### config.mk
export PLATFORM = sky130hd
export DESIGN_NAME = pwr_mode_ctrl
export DESIGN_NICKNAME = d
export VERILOG_FILES = /design/src/rtl/pwr_mode_pkg.sv /design/src/rtl/pm_depth_sel.sv /design/src/rtl/pm_state_reg.sv /design/src/rtl/pm_out_dec.sv /design/src/rtl/pwr_mode_ctrl.sv
export SDC_FILE = /design/constraint.sdc
export NUM_CORES = 1
export LEC_CHECK = 0
export ABC_AREA = 1
export BUFFER_PORTS_ARGS = -buffer_cell sky130_fd_sc_hd__clkbuf_2
export CAP_MARGIN = 25
export CORE_AREA = 4 4 41 43
export CTS_CLUSTER_DIAMETER = 30
export DETAILED_ROUTE_END_ITERATION = 7
export DIE_AREA = 0 0 45 47
export MAX_ROUTING_LAYER = met4
export PLACE_DENSITY = 0.44
export RECOVER_POWER = 100
export SETUP_SLACK_MARGIN = 0.5
export SYNTH_ARGS = -nofsm -noshare
export SYNTH_HDL_FRONTEND = slang
export SYNTH_SLANG_ARGS = --single-unit
### constraint.sdc
create_clock -name clk -period 0.8 [get_ports clk]
set_clock_uncertainty 0.05 [all_clocks]
set_input_delay 0.12 -clock clk [delete_from_list [all_inputs] [get_ports clk]]
set_output_delay 0.12 -clock clk [all_outputs]
set_load 0.01 [all_outputs]
### src/rtl/pwr_mode_pkg.sv
package pwr_mode_pkg;
   typedef enum logic [1:0] {
      PM_RUN  = 2'd0,
      PM_NAP  = 2'd1,
      PM_DEEP = 2'd2,
      PM_STBY = 2'd3
   } pm_state_e;
endpackage

### src/rtl/pm_depth_sel.sv
module pm_depth_sel
   import pwr_mode_pkg::*;
#(
   parameter int CTL_W   = 8,
   parameter int SEL_BIT = 7
) (
   input  logic [CTL_W-1:0] ctl_pri,
   input  logic [CTL_W-1:0] ctl_sec,
   output pm_state_e        target
);
   initial begin
      assert (SEL_BIT >= 0 && SEL_BIT < CTL_W)
         else $error("pm_depth_sel: SEL_BIT outside control value");
   end

   // Only the selector bits take part in the choice; the rest are ignored.
   logic unused_ctl_bits;
   assign unused_ctl_bits = ^{ctl_pri, ctl_sec};

   // The primary selector outranks the secondary one.
   always_comb begin
      if (ctl_pri[SEL_BIT])      target = PM_STBY;
      else if (ctl_sec[SEL_BIT]) target = PM_DEEP;
      else                       target = PM_NAP;
   end
endmodule

### src/rtl/pm_state_reg.sv
module pm_state_reg
   import pwr_mode_pkg::*;
#(
   parameter int CTL_W   = 8,
   parameter int SEL_BIT = 7
) (
   input  logic             clk,
   input  logic             rst_n,
   input  logic             sleep_req,
   input  logic             irq_pend,
   input  logic [CTL_W-1:0] ctl_pri,
   input  logic [CTL_W-1:0] ctl_sec,
   input  pm_state_e        target,
   output pm_state_e        state
);
   pm_state_e state_nx;

   always_comb begin
      state_nx = state;
      if (state == PM_RUN) begin
         // A strobe that collides with a pending interrupt is dropped.
         if (sleep_req && !irq_pend) state_nx = target;
      end else if (irq_pend) begin
         state_nx = PM_RUN;
      end
   end

   always_ff @(posedge clk or negedge rst_n) begin
      if (!rst_n) state <= PM_RUN;
      else        state <= state_nx;
   end

   p_stby_pick_r2: assert property (@(posedge clk) disable iff (!rst_n)
      (state == PM_RUN && sleep_req && !irq_pend && ctl_pri[SEL_BIT]) |=> state == PM_STBY);
   p_deep_pick_r3: assert property (@(posedge clk) disable iff (!rst_n)
      (state == PM_RUN && sleep_req && !irq_pend && !ctl_pri[SEL_BIT] && ctl_sec[SEL_BIT])
      |=> state == PM_DEEP);
   p_nap_pick_r4: assert property (@(posedge clk) disable iff (!rst_n)
      (state == PM_RUN && sleep_req && !irq_pend && !ctl_pri[SEL_BIT] && !ctl_sec[SEL_BIT])
      |=> state == PM_NAP);
   p_wake_r5: assert property (@(posedge clk) disable iff (!rst_n)
      (state != PM_RUN && irq_pend) |=> state == PM_RUN);
   p_collide_r6: assert property (@(posedge clk) disable iff (!rst_n)
      (state == PM_RUN && irq_pend) |=> state == PM_RUN);
   p_hold_r10: assert property (@(posedge clk) disable iff (!rst_n)
      (state != PM_RUN && !irq_pend) |=> $stable(state));
endmodule

### src/rtl/pm_out_dec.sv
module pm_out_dec
   import pwr_mode_pkg::*;
#(
   parameter bit OUT_REG = 1'b0
) (
   input  logic      clk,
   input  logic      rst_n,
   input  pm_state_e state,
   output logic      core_halt,
   output logic      periph_clk_en,
   output logic      dma_halt
);
   logic halt_c, clk_en_c, dma_c;

   always_comb begin
      halt_c   = (state != PM_RUN);
      clk_en_c = (state != PM_STBY);
      dma_c    = (state == PM_DEEP) || (state == PM_STBY);
   end

   generate
      if (OUT_REG) begin : g_reg
         always_ff @(posedge clk or negedge rst_n) begin
            if (!rst_n) begin
               core_halt     <= 1'b0;
               periph_clk_en <= 1'b1;
               dma_halt      <= 1'b0;
            end else begin
               core_halt     <= halt_c;
               periph_clk_en <= clk_en_c;
               dma_halt      <= dma_c;
            end
         end
      end else begin : g_comb
         assign core_halt     = halt_c;
         assign periph_clk_en = clk_en_c;
         assign dma_halt      = dma_c;
      end
   endgenerate
endmodule

### src/rtl/pwr_mode_ctrl.sv
module pwr_mode_ctrl
   import pwr_mode_pkg::*;
#(
   parameter int CTL_W   = 8,
   parameter int SEL_BIT = 7,
   parameter bit OUT_REG = 1'b0
) (
   input  logic             clk,
   input  logic             rst_n,
   input  logic             sleep_req,
   input  logic [CTL_W-1:0] stby_ctl,
   input  logic [CTL_W-1:0] stby_ctl2,
   input  logic             irq_pend,
   output logic [1:0]       pstate,
   output logic             core_halt,
   output logic             periph_clk_en,
   output logic             dma_halt
);
   pm_state_e target, state;

   pm_depth_sel #(.CTL_W(CTL_W), .SEL_BIT(SEL_BIT)) u_sel (
      .ctl_pri (stby_ctl),
      .ctl_sec (stby_ctl2),
      .target  (target)
   );

   pm_state_reg #(.CTL_W(CTL_W), .SEL_BIT(SEL_BIT)) u_state (
      .clk       (clk),
      .rst_n     (rst_n),
      .sleep_req (sleep_req),
      .irq_pend  (irq_pend),
      .ctl_pri   (stby_ctl),
      .ctl_sec   (stby_ctl2),
      .target    (target),
      .state     (state)
   );

   pm_out_dec #(.OUT_REG(OUT_REG)) u_dec (
      .clk           (clk),
      .rst_n         (rst_n),
      .state         (state),
      .core_halt     (core_halt),
      .periph_clk_en (periph_clk_en),
      .dma_halt      (dma_halt)
   );

   assign pstate = state;

   // Enables are nested: a stopped peripheral clock implies a DMA halt,
   // and any halt implies the core is stalled.
   p_gate_nest_r8: assert property (@(posedge clk) disable iff (!rst_n)
      !periph_clk_en |-> (dma_halt && core_halt));
   p_dma_nest_r9: assert property (@(posedge clk) disable iff (!rst_n)
      dma_halt |-> core_halt);
   p_run_free_r7: assert property (@(posedge clk) disable iff (!rst_n)
      (OUT_REG == 1'b0 && pstate == 2'd0) |-> (!core_halt && periph_clk_en && !dma_halt));
endmodule

==> results of run 1 <==
## synth_stat cells
| cell | n | area share [%] |
|---|---|---|
| inv_1 | 5 | 15 |
| nand3_1 | 2 | 7.9 |
| nor2_2 | 1 | 5.0 |
| dfrtp_1 | 2 | 40 |
| nor2_4 | 1 | 8.9 |
| nand2_1 | 7 | 21 |
| clkbuf_1 | 1 | 3.0 |
## final timing paths
path / endpoint / slack (ps)
setup / recovery: core_halt / -280
hold / removal: u_state.state[0] / -380
setup reg to reg: u_state.state[1] / -60
hold reg to reg: u_state.state[0] / 580
max in group asynchronous: u_state.state[1] / 950
min in group clk: u_state.state[0] / 130
## cells in the final DEF, fill, tap and decap left out
| cell type | count |
|---|---|
| buf_2 | 2 |
| buf_4 | 4 |
| clkbuf_1 | 1 |
| clkbuf_2 | 7 |
| clkbuf_4 | 3 |
| dfrtp_1 | 2 |
| inv_1 | 5 |
| nand2_1 | 7 |
| nand3_2 | 2 |
| nor2_2 | 1 |
| nor2_4 | 1 |
## stage by stage
step                      total power [W]  setup TNS (ps)
after floorplan                  0.000187           -33.9
after global placement           0.000254            -198
after detailed placement         0.000255            -198
after CTS                        0.000534           -1370
after global routing             0.000552           -1580
final                            0.000511           -1250
## what timing repair did
action	CTS	global route
setup buffers	2	0
pin swaps	6	3
endpoints found under the setup margin	7	7
resized for setup	2	2
endpoints found under the hold margin	2	2
## layer usage
metal / up-vias / part of all wire [%] / track usage [%]
met2: 9 / 49 / 5.93
met5: - / 0 / -
met1: 68 / 30 / 3.87
met3: 3 / 11 / 1.15
met4: 0 / 9.1 / 12.3
li1: 86 / - / -
## worst max-delay path, stage by stage, from the launching register on
cell      delay [ps]
dfrtp_1          400
nor2_2           120
inv_1             40
clkbuf_2         120
## power breakdown
group          total (W)  switching [W]  internal (W)
Clock           0.000231      0.0000653      0.000166
Sequential      0.000128      0.0000135      0.000115
Combinational   0.000151      0.0000704     0.0000810
## kinds of logic (layout without fill, tap and decap cells)
kind of cell | Yosys count | count (layout) | synth area share (%)
simple gates | 11 | 11 | 42.6
buf+inv | 6 | 22 | 17.8
flops | 2 | 2 | 39.6
## cell type report
type	instances	area [sq um]	area share, %
Timing Repair Buffer	14	78.8	31.2
Multi-Input combinational cell	11	63.8	25.2
Sequential cell	2	50.0	19.8
Clock buffer	3	22.5	8.91
Inverter	5	18.8	7.43
Tap cell	15	18.8	7.43
==> Implementation_results.wiki, run 1 <==
{| class="wikitable"
! Metric !! Value
|-
| Initial DRC Count || 0
|-
| Net count reported at finish || 57
|-
| Hold crit path type || in2async
|-
| Worst Setup SP || u_state.state[0]
|-
| I/O pin count || 25
|-
| Worst Path Max Fanout || 4
|-
| Avg Cell Area, Syn || 6.65 sq um
|-
| Violated checks || negative hold slack, negative setup slack
|-
| Placed Instances || 45
|-
| Worst hold margin || -377 ps
|-
| CTS buffer count || 3
|-
| Layout Utilization || 19.4%
|-
| Cells after synthesis || 19
|-
| Maximum root-to-sink buffer count || 2
|-
| Total gr overflow || 0
|-
| Endpoint type of the worst setup path || output port
|-
| CP startpoint kind || flop
|-
| Static leakage power || 0.154 nW
|-
| Setup repair after global routing missed its margin || true
|-
| Post-layout min period || 1080 ps
|-
| Share of final-layout standard cells stronger than drive strength 1 || 57.1%
|-
| Post-DR wirelength/cell || 6.60 um
|-
| Worst endpoint required time || 630 ps
|-
| Depth of the worst register-to-register path || 4
|-
| Yosys warnings || 0
|-
| Remaining max-slew budget at the tightest pin || 91.1%
|-
| Setup violators final || 7
|-
| Data arrival time of the critical path || 910 ps
|-
| Worst Setup Path Type || reg2out
|-
| Die height || 47 um
|-
| Remaining antenna violation count after routing || 0
|-
| Cell area after synthesis || 126 sq um
|-
| Number of standard cells in the layout, taps in and fillers out || 50
|-
| Detailed Place HPWL || 258 um
|-
| Width of the die || 45 um
|-
| Clk_lat worst skew || 230 ps
|-
| H-tree depth reported by CTS || 1
|-
| PortBufs || 10
|-
| Pwr per Cell Area || 2020 nW/um^2
|-
| Post-Layout Inst Area || 253 sq um
|-
| Number of max-cap violations || 0
|-
| Routability congestion estimate || 0.637
|-
| Post-CTS clock slew at the launch and capture registers of the worst setup and hold paths || 30 ps
|-
| Synthesized netlist net count || 39
|-
| Global-route wire length before repair || 572 um
|-
| TritonCTS clock tree || yes
|-
| Clock Tree Root || clkbuf_4
|-
| Post-route DRC violation count || 0
|-
| Total wire length after detailed routing || 330 um
|-
| Unique masters post-synth || 7
|-
| Core outline area || 1300 sq um
|-
| Largest register FFs || 2
|-
| Fin. max-slew vios || 0
|-
| Standard cell area after detailed placement || 206 sq um
|-
| Min setup slack post-route || -279 ps
|-
| Detailed Routing Iterations Pass 1 || 1
|-
| Via density per instance || 3.32
|-
| Biggest registers after layout || u_state.state (2)
|-
| Flip-flop and latch count after synthesis || 2
|-
| Aggregate global-route resource usage || 5.06%
|-
| Run status || finished with violations
|-
| Antenna violations before repair || 0
|-
| Hold Vio Cnt, Final || 2
|-
| Worst VDD drop || 359 uV
|-
| Total inserted antenna cells || 0
|-
| Initial Utilization || 9.71%
|-
| Pin count of the biggest net entering global routing || 5
|-
| Area enclosed by the die boundary || 2120 sq um
|-
| Count of standard-cell rows || 13
|-
| Clock tree sinks || 2
|-
| Number of global-route vias before repair || 167
|-
| Area Overhead vs Synth || 100%
|-
| Actual slew at the worst max-slew pin || 134 ps
|-
| Share of the clock period used by the worst path || 135%
|-
| Start of the worst register-to-register path || u_state.state[0]
|-
| Part of the Yosys area used for sequential elements || 39.6%
|-
| Max Clock Freq || 926 MHz
|-
| Reg with most FFs || u_state.state
|-
| Via count || 166
|-
| Number of fill cells || 158
|-
| Post-Place Setup Slack || -96.9 ps
|}
Note: power is estimated with default switching activity, not from simulation.
==> run 2, diff against run 1 <==
--- a/config.mk
+++ b/config.mk
@@ -13,7 +13,7 @@
 export DETAILED_ROUTE_END_ITERATION = 7
 export DIE_AREA = 0 0 45 47
 export MAX_ROUTING_LAYER = met4
-export PLACE_DENSITY = 0.44
+export PLACE_DENSITY = 0.43
 export RECOVER_POWER = 100
 export SETUP_SLACK_MARGIN = 0.5
 export SYNTH_ARGS = -nofsm -noshare
==> constraint.sdc (replaced) <==
create_clock -name clk -period 1.2 [get_ports clk]
set_clock_uncertainty 0.05 [all_clocks]
set_input_delay 0.18 -clock clk [delete_from_list [all_inputs] [get_ports clk]]
set_output_delay 0.18 -clock clk [all_outputs]
set_load 0.01 [all_outputs]
==> run 2 against run 1 <==
  * Final cell count up 2.0%
  * Critical path depth unchanged
  * Register-to-register slack better by 270 ps
  * Combinational power down 28%
  * Final area up 6.4%
  * Global-route usage down 0.66 points
  * The run now ends clean
  * Core utilization up 1.3 points
  * Via count down 2.4%
  * Flip-flop and latch count unchanged
  * Clock power down 35%
  * Highest routed layer is now met3
==> Implementation_results.wiki, run 2 (synthesis results as in run 1) <==
{| class="wikitable"
! Metric !! Value
|-
| Width of the die || 45 um (unchanged)
|-
| Area enclosed by the die boundary || 2120 sq um (unchanged)
|-
| Pin count of the biggest net entering global routing || 6 (+1)
|-
| Depth of the worst register-to-register path || 4 (unchanged)
|-
| Start of the worst register-to-register path || u_state.state[1]
|-
| Post-layout min period || 1150 ps
|-
| Via count || 162 (-2.4%)
|-
| Count of standard-cell rows || 13 (unchanged)
|-
| Pwr per Cell Area || 1280 nW/um^2 (-36%)
|-
| Share of the clock period used by the worst path || 96.0%
|-
| R2R Setup Slk || 210 ps (+270 ps)
|-
| Worst VDD drop || 209 uV (-42%)
|-
| Cells along the critical path || nor2_2 -> inv_2 -> clkbuf_2
|-
| Sequential power share || 25.5% (+0.4 points)
|-
| Actual slew at the worst max-slew pin || 189 ps (+55.3 ps)
|-
| Detailed Routing Iterations Pass 1 || 1 (unchanged)
|-
| Family with the most delay on the worst path || flip-flops
|-
| Switching component of the power || 0.000100 W (-33%)
|-
| Reg with most FFs || u_state.state
|-
| Remaining antenna violation count after routing || 0 (unchanged)
|-
| Part of the total power dissipated in combinational logic || 31.4% (+1.8 points)
|-
| Crit. path cell count || 3 (unchanged)
|-
| Aggregate global-route resource usage || 4.40% (-0.66 points)
|-
| Critical Path Sink || core_halt
|-
| Number of fill cells || 168 (+6.3%)
|-
| TritonCTS clock tree || yes
|-
| Hold Vio Cnt, Final || 0 (-2)
|-
| Fin. max-slew vios || 0 (unchanged)
|-
| Total inserted antenna cells || 0 (unchanged)
|-
| Most frequent standard cell in the layout excluding fill and tap cells || nand2_1
|-
| Start point of the worst hold path || stby_ctl2[7]
|-
| Initial Utilization || 9.71% (unchanged)
|-
| CTS buffer count || 3 (unchanged)
|-
| Area Overhead vs Synth || 113%
|-
| Post-CTS clock slew at the launch and capture registers of the worst setup and hold paths || 30 ps (about the same)
|-
| CP Buf/Inv Count || 2 (unchanged)
|-
| I/O pin count || 25 (unchanged)
|-
| Die height || 47 um (unchanged)
|-
| Peak per-stage delay on the critical path || 420 ps (+20 ps)
|-
| Most used cells in the layout excluding fill and tap cells || nand2_1 (7), clkbuf_2 (5), inv_1 (4), clkbuf_4 (4), clkbuf_1 (4)
|-
| Clock tree sinks || 2 (unchanged)
|-
| Setup violators final || 0 (-7)
|-
| Clock Tree Root || clkbuf_4
|-
| Worst Setup SP || u_state.state[1]
|-
| Remaining max-slew budget at the tightest pin || 87.4% (-3.7 points)
|-
| Data arrival time of the critical path || 920 ps (about the same)
|-
| Worst Path Max Fanout || 5 (+1)
|-
| Worst endpoint required time || 970 ps (+340 ps)
|-
| CP startpoint kind || flop
|-
| Number of max-cap violations || 0 (unchanged)
|-
| PortBufs || 10 (unchanged)
|-
| R2R Path End || u_state.state[1]
|-
| Post-DR wirelength/cell || 7.25 um (+9.9%)
|-
| Post-route DRC violation count || 0 (unchanged)
|-
| Net count reported at finish || 58 (+1.8%)
|-
| Routability congestion estimate || 0.557 (-13%)
|-
| Setup tns final || 0 ps (+1250 ps)
|-
| Hold crit path type || in2reg
|-
| Setup repair after global routing missed its margin || true
|-
| Share of final-layout standard cells stronger than drive strength 1 || 50.0% (-7.1 points)
|-
| Total wire length after detailed routing || 370 um (+12%)
|-
| Tot Pwr || 0.000346 W (-32%)
|-
| Clk_lat worst skew || 220 ps (about the same)
|-
| Initial DRC Count || 0 (unchanged)
|-
| Slowest library cell on the worst path || dfrtp_1
|-
| Max Clock Freq || 868 MHz
|-
| Antenna violations before repair || 0 (unchanged)
|-
| Static leakage power || 0.151 nW (-1.8%)
|-
| Maximum root-to-sink buffer count || 2 (unchanged)
|-
| H-tree depth reported by CTS || 1 (unchanged)
|-
| Core outline area || 1300 sq um (unchanged)
|-
| Largest register FFs || 2 (unchanged)
|-
| Clock Power Share || 43.1% (-2.2 points)
|-
| Via density per instance || 3.18 (-4.3%)
|-
| Biggest registers after layout || u_state.state (2)
|-
| Internal power of the cells || 0.000245 W (-32%)
|-
| Worst Setup Path Type || reg2out
|-
| Detailed Place HPWL || 255 um (-1.3%)
|-
| Total gr overflow || 0 (unchanged)
|-
| Endpoint type of the worst setup path || output port
|-
| Number of global-route vias before repair || 173 (+3.6%)
|-
| Global-route wire length before repair || 579 um (+1.2%)
|-
| Run status || finished clean
|-
| Net switching share of the total power || 29.0% (-0.18 points)
|}
[run 2: cell count changes in the layout (fill, tap and decap cells not counted), sizes merged]
cell,previous run,this run
buf,6,4
clkbuf,11,13
dlygate4sd3,0,1
[run 2: final cells by class]
cell class / instances / area [sq um] / share of cell area (%)
timing repair buffer: 15 / 95.1 / 35.3
multi-input combinational: 11 / 63.8 / 23.7
sequential: 2 / 50.0 / 18.6
clock buffer: 3 / 22.5 / 8.37
inverter: 5 / 18.8 / 6.98
tap: 15 / 18.8 / 6.98
[run 2: how the worst min path moves through the flow]
stage,endpoint,cells after the start,slack (ps)
2_1_floorplan,u_state.state[0],0,-170
3_3_place_gp,u_state.state[1],1,-80
3_5_place_dp,u_state.state[1],1,-80
4_1_cts,u_state.state[0],4,200
5_1_grt,u_state.state[0],4,220
6_report,u_state.state[0],4,200
[run 2: routing by layer]
| layer | wire length (um) | share of wire [%] | up-vias | GRT usage, % |
|---|---|---|---|---|
| met5 | 0 | 0 | - | - |
| met1 | 135 | 36 | 68 | 4.32 |
| met4 | 0 | 0 | 0 | 7.02 |
| met3 | 31 | 8.4 | 0 | 1.15 |
| met2 | 203 | 55 | 7 | 5.65 |
| li1 | - | - | 87 | - |
[run 2: repair_timing]
action / CTS / global route
buffers inserted: 2 / 2
gates resized for setup: 2 / 7
setup endpoints to repair: 7 / 7
pin swaps: 3 / 1
hold buffers: 1 / 0
hold endpoints to repair: 2 / 0
[run 2: tightest hold or removal path: cells and delay by family]
family,cells,cell delay (ps)
simple gates,3,160
buf+inv,1,90
[run 2: stage by stage]
stage / instances / utilization (%) / hold WS [ps] / setup slack, ps / instance area, sq um
global placement: 43 / 14.7 / -81.0 / 249 / 191
global route: 51 / 20.7 / 225 / 9.39 / 269
finish: 51 / 20.7 / 203 / 47.8 / 269
detailed placement: 43 / 14.7 / -81.6 / 243 / 191
floorplan: 19 / - / -166 / 332 / 128
CTS: 49 / 19.1 / 197 / 22.7 / 249
[run 2: power by group through the flow]
stage          registers, W  clock network (W)  logic (W)
6_report          0.0000882           0.000149   0.000108
5_1_grt           0.0000896           0.000155   0.000118
4_1_cts           0.0000873           0.000160  0.0000944
3_5_place_dp      0.0000886                  0  0.0000713
3_3_place_gp      0.0000883                  0  0.0000709
2_1_floorplan     0.0000908                  0  0.0000365
==> run 3, diff against run 2 <==
--- a/config.mk
+++ b/config.mk
@@ -9,12 +9,13 @@
 export BUFFER_PORTS_ARGS = -buffer_cell sky130_fd_sc_hd__clkbuf_2
 export CAP_MARGIN = 25
 export CORE_AREA = 4 4 41 43
+export CTS_BUF_LIST = sky130_fd_sc_hd__clkbuf_2
 export CTS_CLUSTER_DIAMETER = 30
 export DETAILED_ROUTE_END_ITERATION = 7
 export DIE_AREA = 0 0 45 47
 export MAX_ROUTING_LAYER = met4
 export PLACE_DENSITY = 0.43
-export RECOVER_POWER = 100
+export RECOVER_POWER = 50
 export SETUP_SLACK_MARGIN = 0.5
 export SYNTH_ARGS = -nofsm -noshare
 export SYNTH_HDL_FRONTEND = slang
==> run 3 against run 2 <==
  * Hold slack improved by 33 ps
  * Highest routed layer unchanged
  * Non-clock buffer count unchanged
  * Register-to-register slack about the same
  * Clock power decreased by 30%
==> Implementation_results.wiki, run 3 (synthesis results as in run 1) <==
{| class="wikitable"
! Metric !! Value
|-
| Actual slew at the worst max-slew pin || 150 ps (-39.0 ps)
|-
| Total inserted antenna cells || 0 (unchanged)
|-
| R2R Setup Slk || 210 ps (about the same)
|-
| Routability congestion estimate || 0.557 (unchanged)
|-
| Depth of the worst register-to-register path || 4 (unchanged)
|-
| Core outline area || 1300 sq um (unchanged)
|-
| Detailed Place HPWL || 255 um (unchanged)
|-
| Antenna violations before repair || 0 (unchanged)
|-
| Count of standard-cell rows || 13 (unchanged)
|-
| Detailed Routing Iterations Pass 1 || 1 (unchanged)
|-
| Static leakage power || 0.154 nW (+1.7%)
|-
| Setup tns final || 0 ps (unchanged)
|-
| Number of global-route vias before repair || 173 (unchanged)
|-
| Via density per instance || 3.18 (unchanged)
|-
| Share of final-layout standard cells stronger than drive strength 1 || 58.3% (+8.3 points)
|-
| Tot Pwr || 0.000305 W (-12%)
|-
| Total wire length after detailed routing || 368 um (-0.54%)
|-
| Number of standard cells in the layout, taps in and fillers out || 51 (unchanged)
|-
| H-tree depth reported by CTS || 1 (unchanged)
|-
| Remaining antenna violation count after routing || 0 (unchanged)
|-
| Aggregate global-route resource usage || 4.40% (unchanged)
|-
| Worst VDD drop || 184 uV (-12%)
|-
| Run status || finished clean
|-
| Maximum root-to-sink buffer count || 2 (unchanged)
|-
| Max Clock Freq || 899 MHz (+3.6%)
|-
| Post-DR wirelength/cell || 7.22 um (-0.54%)
|-
| WHS Path Cells || 4 (unchanged)
|-
| Min setup slack post-route || 87.7 ps (+39.9 ps)
|-
| Setup violators final || 0 (unchanged)
|-
| Most frequent standard cell in the layout excluding fill and tap cells || clkbuf_2
|-
| Reg with most FFs || u_state.state
|-
| CP startpoint kind || flop
|-
| Largest register FFs || 2 (unchanged)
|-
| Endpoint type of the worst setup path || output port
|-
| Routing usage on met3 || 1.15% (unchanged)
|-
| CTS buffer count || 3 (unchanged)
|-
| Die height || 47 um (unchanged)
|-
| Width of the die || 45 um (unchanged)
|-
| Hold Vio Cnt, Final || 0 (unchanged)
|-
| Clock tree sinks || 2 (unchanged)
|-
| Pin count of the biggest net entering global routing || 6 (unchanged)
|-
| Worst Setup Path Type || reg2out
|-
| Clk_lat worst skew || 190 ps (-30 ps)
|-
| Global-route wire length before repair || 579 um (unchanged)
|-
| Post-route DRC violation count || 0 (unchanged)
|-
| Clock Tree Root || clkbuf_2
|-
| Setup repair after global routing missed its margin || true
|-
| Post-Place Setup Slack || 243 ps (unchanged)
|-
| Number of fill cells || 164 (-2.4%)
|-
| Initial Utilization || 9.71% (unchanged)
|-
| Placed Instances || 43 (unchanged)
|-
| Hold crit path type || in2reg
|-
| Met2 Track Usage GR || 5.65% (unchanged)
|-
| TritonCTS clock tree || yes
|-
| Area enclosed by the die boundary || 2120 sq um (unchanged)
|-
| Via count || 162 (unchanged)
|-
| PortBufs || 10 (unchanged)
|-
| Busiest grt layer || met4
|-
| Area Overhead vs Synth || 110%
|-
| Worst Path Max Fanout || 4 (-1)
|-
| Pwr per Cell Area || 1150 nW/um^2 (-11%)
|-
| Post-CTS clock slew at the launch and capture registers of the worst setup and hold paths || 30 ps (about the same)
|-
| I/O pin count || 25 (unchanged)
|-
| Number of max-cap violations || 0 (unchanged)
|-
| Initial DRC Count || 0 (unchanged)
|-
| Net count reported at finish || 58 (unchanged)
|-
| Worst endpoint required time || 970 ps (about the same)
|-
| Fin. max-slew vios || 0 (unchanged)
|-
| Most used cells in the layout excluding fill and tap cells || clkbuf_2 (8), nand2_1 (7), inv_1 (4), buf_4 (3)
|-
| Remaining max-slew budget at the tightest pin || 90.0% (+2.6 points)
|-
| Data arrival time of the critical path || 880 ps (-40 ps)
|-
| GRT met1 Usage || 4.32% (unchanged)
|-
| Post-layout min period || 1110 ps (-39.9 ps)
|-
| Total gr overflow || 0 (unchanged)
|-
| Biggest registers after layout || u_state.state (2)
|-
| Share of the clock period used by the worst path || 92.7% (-3.3 points)
|}
[run 3: path summary, 6_finish.rpt]
check | startpoint | endpoint
hold / removal | stby_ctl2[7] | u_state.state[0]
setup reg to reg | u_state.state[0] | u_state.state[1]
min in group asynchronous | rst_n | u_state.state[0]
hold reg to reg | u_state.state[0] | u_state.state[0]
max in group asynchronous | rst_n | u_state.state[1]
setup / recovery | u_state.state[0] | core_halt
[run 3: timing repair]
item | 4_1_cts | 5_1_grt
buffers inserted | 2 | 2
endpoints found under the hold margin | 2 | 0
endpoints found under the setup margin | 7 | 7
gates resized for setup | 2 | 7
pin swaps | 3 | 1
hold buffers | 1 | 0
[run 3: cell type report]
class / count / area (sq um) / share of cell area (%)
clock buffers: 3 / 15.0 / 5.66
repair buffers: 15 / 97.6 / 36.8
multi-input cells: 11 / 63.8 / 24.1
well taps: 15 / 18.8 / 7.08
inverters: 5 / 18.8 / 7.08
flip-flops and latches: 2 / 51.3 / 19.3
[run 3: metrics by stage]
stage / hold slack (ps) / instance area, sq um / util, %
finish: 236 / 265 / 20.4
global placement: -81.0 / 191 / 14.7
floorplan: -166 / 128 / -
CTS: 225 / 241 / 18.6
global route: 252 / 265 / 20.4
detailed placement: -81.6 / 191 / 14.7
[run 3: worst max-delay path, stage by stage (launching register included)]
cell and delay (ps):
dfrtp_1 400, nor2_2 140, inv_2 30, clkbuf_2 110
[run 3: metal layers]
layer  wire, um  vias to the layer above  share of wire, %
met4          0                        0                 0
met1        136                       68                37
met5          0                        -                 0
met3         29                        0               7.9
met2        202                        7                55
li1           -                       87                 -
[run 3: power breakdown]
| group | switching, W | internal [W] | total [W] |
|---|---|---|---|
| Clock | 0.0000387 | 0.0000666 | 0.000105 |
| Sequential | 0.0000117 | 0.0000773 | 0.0000890 |
| Combinational | 0.0000498 | 0.0000607 | 0.000110 |
